==> src/rtl/spiPkg.sv <==
`timescale 1ns/1ps
package spiPkg;
  localparam int CTRL_W = 8;

  localparam logic [3:0] MODE_SLAVE_SEL  = 4'b0100;
  localparam logic [3:0] MODE_SLAVE_FREE = 4'b0101;
  localparam logic [1:0] RATE_TIMER      = 2'b11;

  typedef struct packed {
    logic load;    // take host byte into the shift register
    logic lead;    // edge leaving idle: drive next bit
    logic trail;   // edge returning to idle: sample input
    logic commit;  // accepted byte goes to the receive buffer
    logic clear;   // port idle: drop partial byte
  } spiStrobeT;
endpackage

==> src/rtl/spiData.sv <==
`timescale 1ns/1ps
module spiData
  import spiPkg::*;
#(
  parameter int DATA_W = 8
) (
  input  logic              clk,
  input  logic              rstN,
  input  spiStrobeT         strb,
  input  logic [DATA_W-1:0] hostData,
  input  logic              sdi,
  output logic              sdoBit,
  output logic [DATA_W-1:0] rxBuf,
  output logic              lastBit
);
  localparam int CNT_W = (DATA_W > 1) ? $clog2(DATA_W) : 1;

  logic [DATA_W-1:0] shiftReg;
  logic [CNT_W-1:0]  bitCnt;
  logic [DATA_W-1:0] nextShift;

  assign lastBit   = (bitCnt == CNT_W'(DATA_W - 1));
  assign nextShift = {shiftReg[DATA_W-2:0], sdi};

  always_ff @(posedge clk or negedge rstN) begin
    if (!rstN) begin
      shiftReg <= '0;
      rxBuf    <= '0;
      bitCnt   <= '0;
      sdoBit   <= 1'b0;
    end else if (strb.clear) begin
      bitCnt <= '0;
      sdoBit <= 1'b0;
    end else begin
      if (strb.load) shiftReg <= hostData;
      if (strb.lead) sdoBit <= strb.load ? hostData[DATA_W-1] : shiftReg[DATA_W-1];
      if (strb.trail) begin
        shiftReg <= nextShift;
        bitCnt   <= lastBit ? '0 : bitCnt + 1'b1;
      end
      if (strb.commit) rxBuf <= nextShift;
    end
  end

  AST_EDGE_EXCLUSIVE: assert property (@(posedge clk) disable iff (!rstN)
    !(strb.lead && strb.trail));
  AST_COMMIT_ON_LAST: assert property (@(posedge clk) disable iff (!rstN)
    strb.commit |-> (strb.trail && lastBit));
endmodule

==> src/rtl/spiCtrl.sv <==
`timescale 1ns/1ps
module spiCtrl
  import spiPkg::*;
#(
  parameter int DIV_A = 4,
  parameter int DIV_B = 16,
  parameter int DIV_C = 64
) (
  input  logic              clk,
  input  logic              rstN,
  input  logic              regWr,
  input  logic              regRd,
  input  logic              regAddr,
  input  logic [CTRL_W-1:0] wrData,
  input  logic              tickIn,
  input  logic              sckIn,
  input  logic              ssN,
  input  logic              lastBit,
  output spiStrobeT         strb,
  output logic [CTRL_W-1:0] ctrlReg,
  output logic              bufFull,
  output logic              xferDone,
  output logic              sckOut,
  output logic              sdoEn
);
  localparam int DIV_W = $clog2(DIV_C / 2) + 1;
  localparam logic [DIV_W-1:0] LIM_A = DIV_W'(DIV_A / 2 - 1);
  localparam logic [DIV_W-1:0] LIM_B = DIV_W'(DIV_B / 2 - 1);
  localparam logic [DIV_W-1:0] LIM_C = DIV_W'(DIV_C / 2 - 1);

  logic wcol, ovf, enable, ckp;
  logic [3:0] mode;
  logic isMaster, isSlave, portOn, ssIdle;
  logic ctrlWr, bufWr, bufRd;
  logic active, phase, mTick, sLead, sTrail, lead, trail, commit, store;
  logic [DIV_W-1:0] divCnt, halfLim;
  logic [2:0] sckSy;
  logic [1:0] ssSy;

  assign ctrlReg  = {wcol, ovf, enable, ckp, mode};
  assign isMaster = enable && (mode[3:2] == 2'b00);
  assign isSlave  = enable && ((mode == MODE_SLAVE_SEL) || (mode == MODE_SLAVE_FREE));
  assign portOn   = isMaster || isSlave;
  assign ssIdle   = isSlave && (mode == MODE_SLAVE_SEL) && ssSy[1];

  assign ctrlWr = regWr && !regAddr;
  assign bufWr  = regWr && regAddr && portOn;
  assign bufRd  = regRd && regAddr;

  // master clock generation
  always_comb begin
    case (mode[1:0])
      2'b00:   halfLim = LIM_A;
      2'b01:   halfLim = LIM_B;
      default: halfLim = LIM_C;
    endcase
  end
  assign mTick = isMaster && active &&
                 ((mode[1:0] == RATE_TIMER) ? tickIn : (divCnt == halfLim));

  // slave edge detection on resynchronised SCK
  assign sLead  = isSlave && !ssIdle && (sckSy[2] == ckp) && (sckSy[1] != ckp);
  assign sTrail = isSlave && !ssIdle && active && (sckSy[2] != ckp) && (sckSy[1] == ckp);

  assign lead   = isMaster ? (mTick && !phase) : sLead;
  assign trail  = isMaster ? (mTick && phase)  : sTrail;
  assign commit = trail && lastBit;
  assign store  = isMaster || !bufFull || bufRd;

  assign strb.load   = bufWr && !active;
  assign strb.lead   = lead;
  assign strb.trail  = trail;
  assign strb.commit = commit && store;
  assign strb.clear  = !portOn || ssIdle;

  assign sckOut = ckp ^ (isMaster && phase);
  assign sdoEn  = isMaster || (isSlave && !ssIdle);

  always_ff @(posedge clk or negedge rstN) begin
    if (!rstN) begin
      sckSy <= '0;
      ssSy  <= 2'b11;
    end else begin
      sckSy <= {sckSy[1:0], sckIn};
      ssSy  <= {ssSy[0], ssN};
    end
  end

  always_ff @(posedge clk or negedge rstN) begin
    if (!rstN) begin
      active <= 1'b0;
      phase  <= 1'b0;
      divCnt <= '0;
    end else begin
      if (strb.clear || commit)              active <= 1'b0;
      else if (isMaster && strb.load)        active <= 1'b1;
      else if (isSlave && sLead)             active <= 1'b1;

      if (!isMaster || !active)              phase <= 1'b0;
      else if (mTick)                        phase <= ~phase;

      if (!isMaster || !active || mTick)     divCnt <= '0;
      else if (mode[1:0] != RATE_TIMER)      divCnt <= divCnt + 1'b1;
    end
  end

  always_ff @(posedge clk or negedge rstN) begin
    if (!rstN) begin
      wcol     <= 1'b0;
      ovf      <= 1'b0;
      enable   <= 1'b0;
      ckp      <= 1'b0;
      mode     <= '0;
      bufFull  <= 1'b0;
      xferDone <= 1'b0;
    end else begin
      if (ctrlWr) begin
        wcol   <= wcol & wrData[7];
        ovf    <= ovf & wrData[6];
        enable <= wrData[5];
        ckp    <= wrData[4];
        mode   <= wrData[3:0];
      end
      if (bufWr && active)   wcol <= 1'b1;
      if (commit && !store)  ovf  <= 1'b1;
      if (commit && store)   bufFull <= 1'b1;
      else if (bufRd)        bufFull <= 1'b0;
      xferDone <= commit;
    end
  end

  AST_MASTER_NO_OVF: assert property (@(posedge clk) disable iff (!rstN)
    (isMaster && !ovf) |=> !ovf);
  AST_SLAVE_OVF: assert property (@(posedge clk) disable iff (!rstN)
    (isSlave && commit && bufFull && !bufRd) |=> ovf);
  AST_WCOL_STICKY: assert property (@(posedge clk) disable iff (!rstN)
    (wcol && !(ctrlWr && !wrData[7])) |=> wcol);
  AST_SS_HALT: assert property (@(posedge clk) disable iff (!rstN)
    ssIdle |=> !active);
  AST_IDLE_STOP: assert property (@(posedge clk) disable iff (!rstN)
    !portOn |=> (!active && !xferDone));
  AST_DONE_PULSE: assert property (@(posedge clk) disable iff (!rstN)
    xferDone |=> !xferDone);
endmodule

==> src/rtl/spiPort.sv <==
`timescale 1ns/1ps
module spiPort
  import spiPkg::*;
#(
  parameter int DATA_W = 8,
  parameter int DIV_A  = 4,
  parameter int DIV_B  = 16,
  parameter int DIV_C  = 64
) (
  input  logic              clk,
  input  logic              rstN,
  input  logic              regWr,
  input  logic              regRd,
  input  logic              regAddr,
  input  logic [DATA_W-1:0] wrData,
  output logic [DATA_W-1:0] rdData,
  output logic              bufFull,
  output logic              xferDone,
  input  logic              tickIn,
  output logic              sckOut,
  output logic              sdo,
  output logic              sdoEn,
  input  logic              sckIn,
  input  logic              sdi,
  input  logic              ssN
);
  spiStrobeT         strb;
  logic [CTRL_W-1:0] ctrlReg;
  logic [DATA_W-1:0] rxBuf;
  logic              lastBit, sdoBit;

  spiCtrl #(.DIV_A(DIV_A), .DIV_B(DIV_B), .DIV_C(DIV_C)) u_ctrl (
    .clk(clk), .rstN(rstN), .regWr(regWr), .regRd(regRd), .regAddr(regAddr),
    .wrData(wrData[CTRL_W-1:0]), .tickIn(tickIn), .sckIn(sckIn), .ssN(ssN),
    .lastBit(lastBit), .strb(strb), .ctrlReg(ctrlReg), .bufFull(bufFull),
    .xferDone(xferDone), .sckOut(sckOut), .sdoEn(sdoEn)
  );

  spiData #(.DATA_W(DATA_W)) u_data (
    .clk(clk), .rstN(rstN), .strb(strb), .hostData(wrData), .sdi(sdi),
    .sdoBit(sdoBit), .rxBuf(rxBuf), .lastBit(lastBit)
  );

  assign rdData = regAddr ? rxBuf : DATA_W'(ctrlReg);
  assign sdo    = sdoBit && sdoEn;
endmodule

==> config.mk <==
export PLATFORM = sky130hd
export DESIGN_NAME = spiPort
export DESIGN_NICKNAME = d
export VERILOG_FILES = /design/src/rtl/spiPkg.sv /design/src/rtl/spiData.sv /design/src/rtl/spiCtrl.sv /design/src/rtl/spiPort.sv
export SDC_FILE = /design/constraint.sdc
export NUM_CORES = 1
export LEC_CHECK = 0
export BUFFER_PORTS_ARGS = -buffer_cell sky130_fd_sc_hd__clkbuf_2
export CAP_MARGIN = 20
export CORE_UTILIZATION = 30
export DETAILED_ROUTE_END_ITERATION = 8
export MAX_ROUTING_LAYER = met4
export PLACE_DENSITY_LB_ADDON = 0.2
export SLEW_MARGIN = 40
export SYNTH_ARGS = -nofsm -noshare
export SYNTH_HDL_FRONTEND = slang
export SYNTH_SLANG_ARGS = --single-unit
==> constraint.sdc <==
create_clock -name clk -period 3.5 [get_ports clk]
set_input_delay 0 -clock clk [delete_from_list [all_inputs] [get_ports clk]]
set_output_delay 0 -clock clk [all_outputs]
set_load 0.02 [all_outputs]
==> impl_metrics.csv <==
group,metric,value,unit
outcome,outcome,"completed",
pwr,power_density,390,nW/µm²
finish,antenna_cells,0,
synthesis,synthSimpleGateAreaFrac,0.192,
sta,finalSetupTns,0,ns
finish,final-seq-area,1080,µm²
synthesis,ys_ff_latch,43,
setup_path,slowest_delay,0.66,ns
synthesis,muxShareOfSynthArea,0.148,
global_route,grt_pass1_wl,9100,µm
clock_network,cts-root-buf,"clkbuf_8",
floorplan,io_pins,30,
setup_path,slowest_stage,"nor4_4",
global_route,overflow,0,
placement,place_area,2530,µm²
synthesis,synth_top_family_by_area,"simple AND/OR/NAND/NOR gates",
drt,drt_iter0_drc,95,
finish,fin_nets,271,
sta,hold_viol_final,0,
synthesis,syn-cell-area,2290,µm²
placement,place_congestion,0.802,
setup_path,crit_type,"reg -> reg",
clock_network,ctsHoldBuffers,10,
sta,clock.fmax,379,MHz
clock_network,ctsHtreeMaxLevel,2,
synthesis,seq_area_frac_synth,0.472,
flow_run,max-cap-violations,0,
synthesis,synthAdderAreaFrac,0.0164,
floorplan,die_h,89.3,µm
sta,min_period,2.64,ns
finish,fin_cells,351,
placement,portBuffers,29,
global_route,grt_max_degree,44,
setup_path,rrSetupSlack,0.86,ns
drt,wl_per_cell,15.7,µm
sta,drv_slew,0,
finish,multi_input_area,1160,µm²
clock_network,cts_buffer_depth,2,
floorplan,row_count,31,
setup_path,r2r-start,"u_ctrl.ckp$_DFFE_PN0P_",
drt,ant_nets,0,
placement,placedCellCount,333,
setup_path,startpoint_type,"flop",
synthesis,synthDistinctLibCells,40,
placement,dp_hpwl,3790,µm
floorplan,core,7290,µm²
synthesis,ys_warn_count,0,
synthesis,synth_cells,213,
setup_path,arrival,2.81,ns
sta,relSlewSlack,0.478,
finish,fillers,763,
setup_path,cp_num_buf_inv,0,
global_route,antenna_found_initial,0,
drt,vias,1737,
pwr,ir_worst_vdd,0.180,mV
clock_network,worstSkewPairLatency,0.30,ns
clock_network,cts_tree,"done",
sta,finalSetupViolCount,0,
synthesis,syn_nets,233,
sta,rsz0062_at_grt,"no",
clock_network,cts_buffers,5,
floorplan,die_x,89.3,µm
finish,post_route_cells_drive_above_1_share,0.266,
setup_path,cp_top_family,"simple AND/OR/NAND/NOR gates",
setup_path,setup.worst_path.end_class,"flop",
sta,fin_worst_skew,0.0146,ns
finish,layout_common_cells,"dfrtp_1, clkbuf_2, nor2_1",
setup_path,cp_max_fo,8,
sta,timing.final.crit_share,0.753,
drt,drcViolationCount,0,
pwr,leakage,1.19,nW
global_route,grt_pass1_vias,1754,
clock_network,clock-sinks,43,
floorplan,start_util,0.313,
clock_network,cts.clk_slew.worst_paths,0.09,ns
setup_path,crit_path_cell_trace,"or3b_2, a2111oi_2, a211oi_2, nor4_4, mux2_2",
setup_path,startpoint,"u_ctrl.ckp$_DFFE_PN0P_",
drt,viasPerCell,4.95,
hold_path,hold_class,"in -> reg",
sta,worstMarginPinSlew,0.782,ns
hold_path,min-delay-start,"wrData[6]",
clock_network,ctsResizeCount,0,
sta,timing.hold.ws,0.0401,ns
clock_network,cts_setup_buffers,0,
drt,drt-total-wl,5510,µm
finish,syn_to_final_growth,19.2,%
setup_path,required,3.68,ns
finish,fin_area,2720,µm²
drt,drtPass1Iterations,4,
global_route,track_usage,0.161,
synthesis,postSynthAreaPerCell,10.7,µm²
finish,final_common_cell,"dfrtp_1",
floorplan,die_area,7970,µm²
synthesis,synth-compound-area-share,0.125,
synthesis,yosys.area_share.xor_xnor,0.0268,
==> routing by layer <==
layer | wire length, µm | vias up | global-route usage
li1 | - | 856 | -
met1 | 2690 | 847 | 0.214
met2 | 2550 | 29 | 0.246
met3 | 214 | 5 | 0.0360
met4 | 56 | 0 | 0.0491
met5 | 0 | - | -
==> state kept, by name, summed over array words and instances, names as in the netlist <==
signal           flops
u_ctrl.active        1
u_ctrl.bufFull       1
u_ctrl.ckp           1
u_ctrl.divCnt        6
u_ctrl.enable        1
u_ctrl.mode          4
u_ctrl.ovf           1
u_ctrl.phase         1
u_ctrl.sckSy         3
u_ctrl.ssSy          2
u_ctrl.wcol          1
u_ctrl.xferDone      1
u_data.bitCnt        3
u_data.rxBuf         8
u_data.sdoBit        1
u_data.shiftReg      8
==> area by class of cell <==
cell class,count,area share
Tap cell,99,0.0455
Inverter,2,0.00276
Timing Repair Buffer,41,0.0955
Sequential cell,43,0.396
Multi-Input combinational cell,158,0.427
Clock inverter,1,0.00184
Clock buffer,7,0.0317
==> logic make-up after synthesis <==
family	after synthesis
AND/OR/NAND/NOR	77
flip-flops	43
AO/OA/AOI/OAI	40
multiplexers	31
buffers and inverters	12
XOR/XNOR	7
adder cells (fa/ha/maj)	3
==> stage by stage <==
stage	setup slack (ns)	utilization	power [W]
finish	0.863	0.374	0.00106
global route	0.649	0.374	0.00112
CTS	0.827	0.374	0.00108
detailed placement	0.847	0.347	0.000739
global placement	0.871	0.347	0.000737
floorplan	1.05	-	0.000673
==> Yosys cell counts <==
library cell,count,area (µm²)
dfstp_2,2,52.6
o41ai_1,1,8.76
mux2i_1,8,80.1
mux2_2,23,259
a221oi_1,1,8.76
o2bb2ai_1,1,8.76
nand4b_1,1,8.76
a211oi_1,8,60.1
nand3_1,3,15.0
o21ai_0,6,30.0
and3_1,3,18.8
inv_1,2,7.51
o211ai_1,2,15.0
nor2_1,27,101
nor3_1,1,5.00
dfrtp_1,41,1030
buf_1,2,7.51
o21a_1,8,60.1
and4_1,1,8.76
or3b_2,1,8.76
or4_1,1,7.51
or3_1,2,12.5
nor4b_1,8,70.1
clkbuf_1,8,30.0
or4bb_1,1,11.3
ha_1,3,37.5
nand4_1,3,18.8
a22o_1,2,17.5
nand2_1,10,37.5
a32oi_1,1,8.76
a211oi_2,1,12.5
xor2_1,3,26.3
nor2b_1,4,25.0
xnor2_1,4,35.0
nor4_4,1,21.3
nand2b_1,5,31.3
a2111oi_2,1,15.0
nand3b_1,5,37.5
o21ai_1,1,5.00
a21oi_1,7,35.0
==> worst reg2reg max path: stages (launching register included) <==
cell and delay, ns:
dfrtp_1 0.45, or3b_2 0.50, a2111oi_2 0.40, a211oi_2 0.10
nor4_4 0.66, mux2_2 0.40
==> path summary, 6_finish.rpt <==
path                                                  endpoint  cells past startpoint
worst min-delay path                    u_ctrl.ovf$_DFFE_PN0P_                      3
worst max-delay path               u_data.rxBuf[0]$_DFFE_PN0P_                      5
worst max register to register     u_data.rxBuf[0]$_DFFE_PN0P_                      5
worst min register to register        u_ctrl.ssSy[1]$_DFF_PN1_                      0
max in group asynchronous           u_ctrl.bufFull$_DFFE_PN0P_                      3
min in group asynchronous       u_data.shiftReg[4]$_DFFE_PN0P_                      3
==> power breakdown <==
group / switching, W / internal, W / total, W / leakage (nW)
registers: 0.0000349 / 0.000517 / 0.000552 / 0.573
logic: 0.000104 / 0.0000796 / 0.000184 / 0.573
clock network: 0.000166 / 0.000159 / 0.000326 / 0.0482
total: 0.000306 / 0.000756 / 0.00106 / 1.19
(Power assumes the default switching activity.)
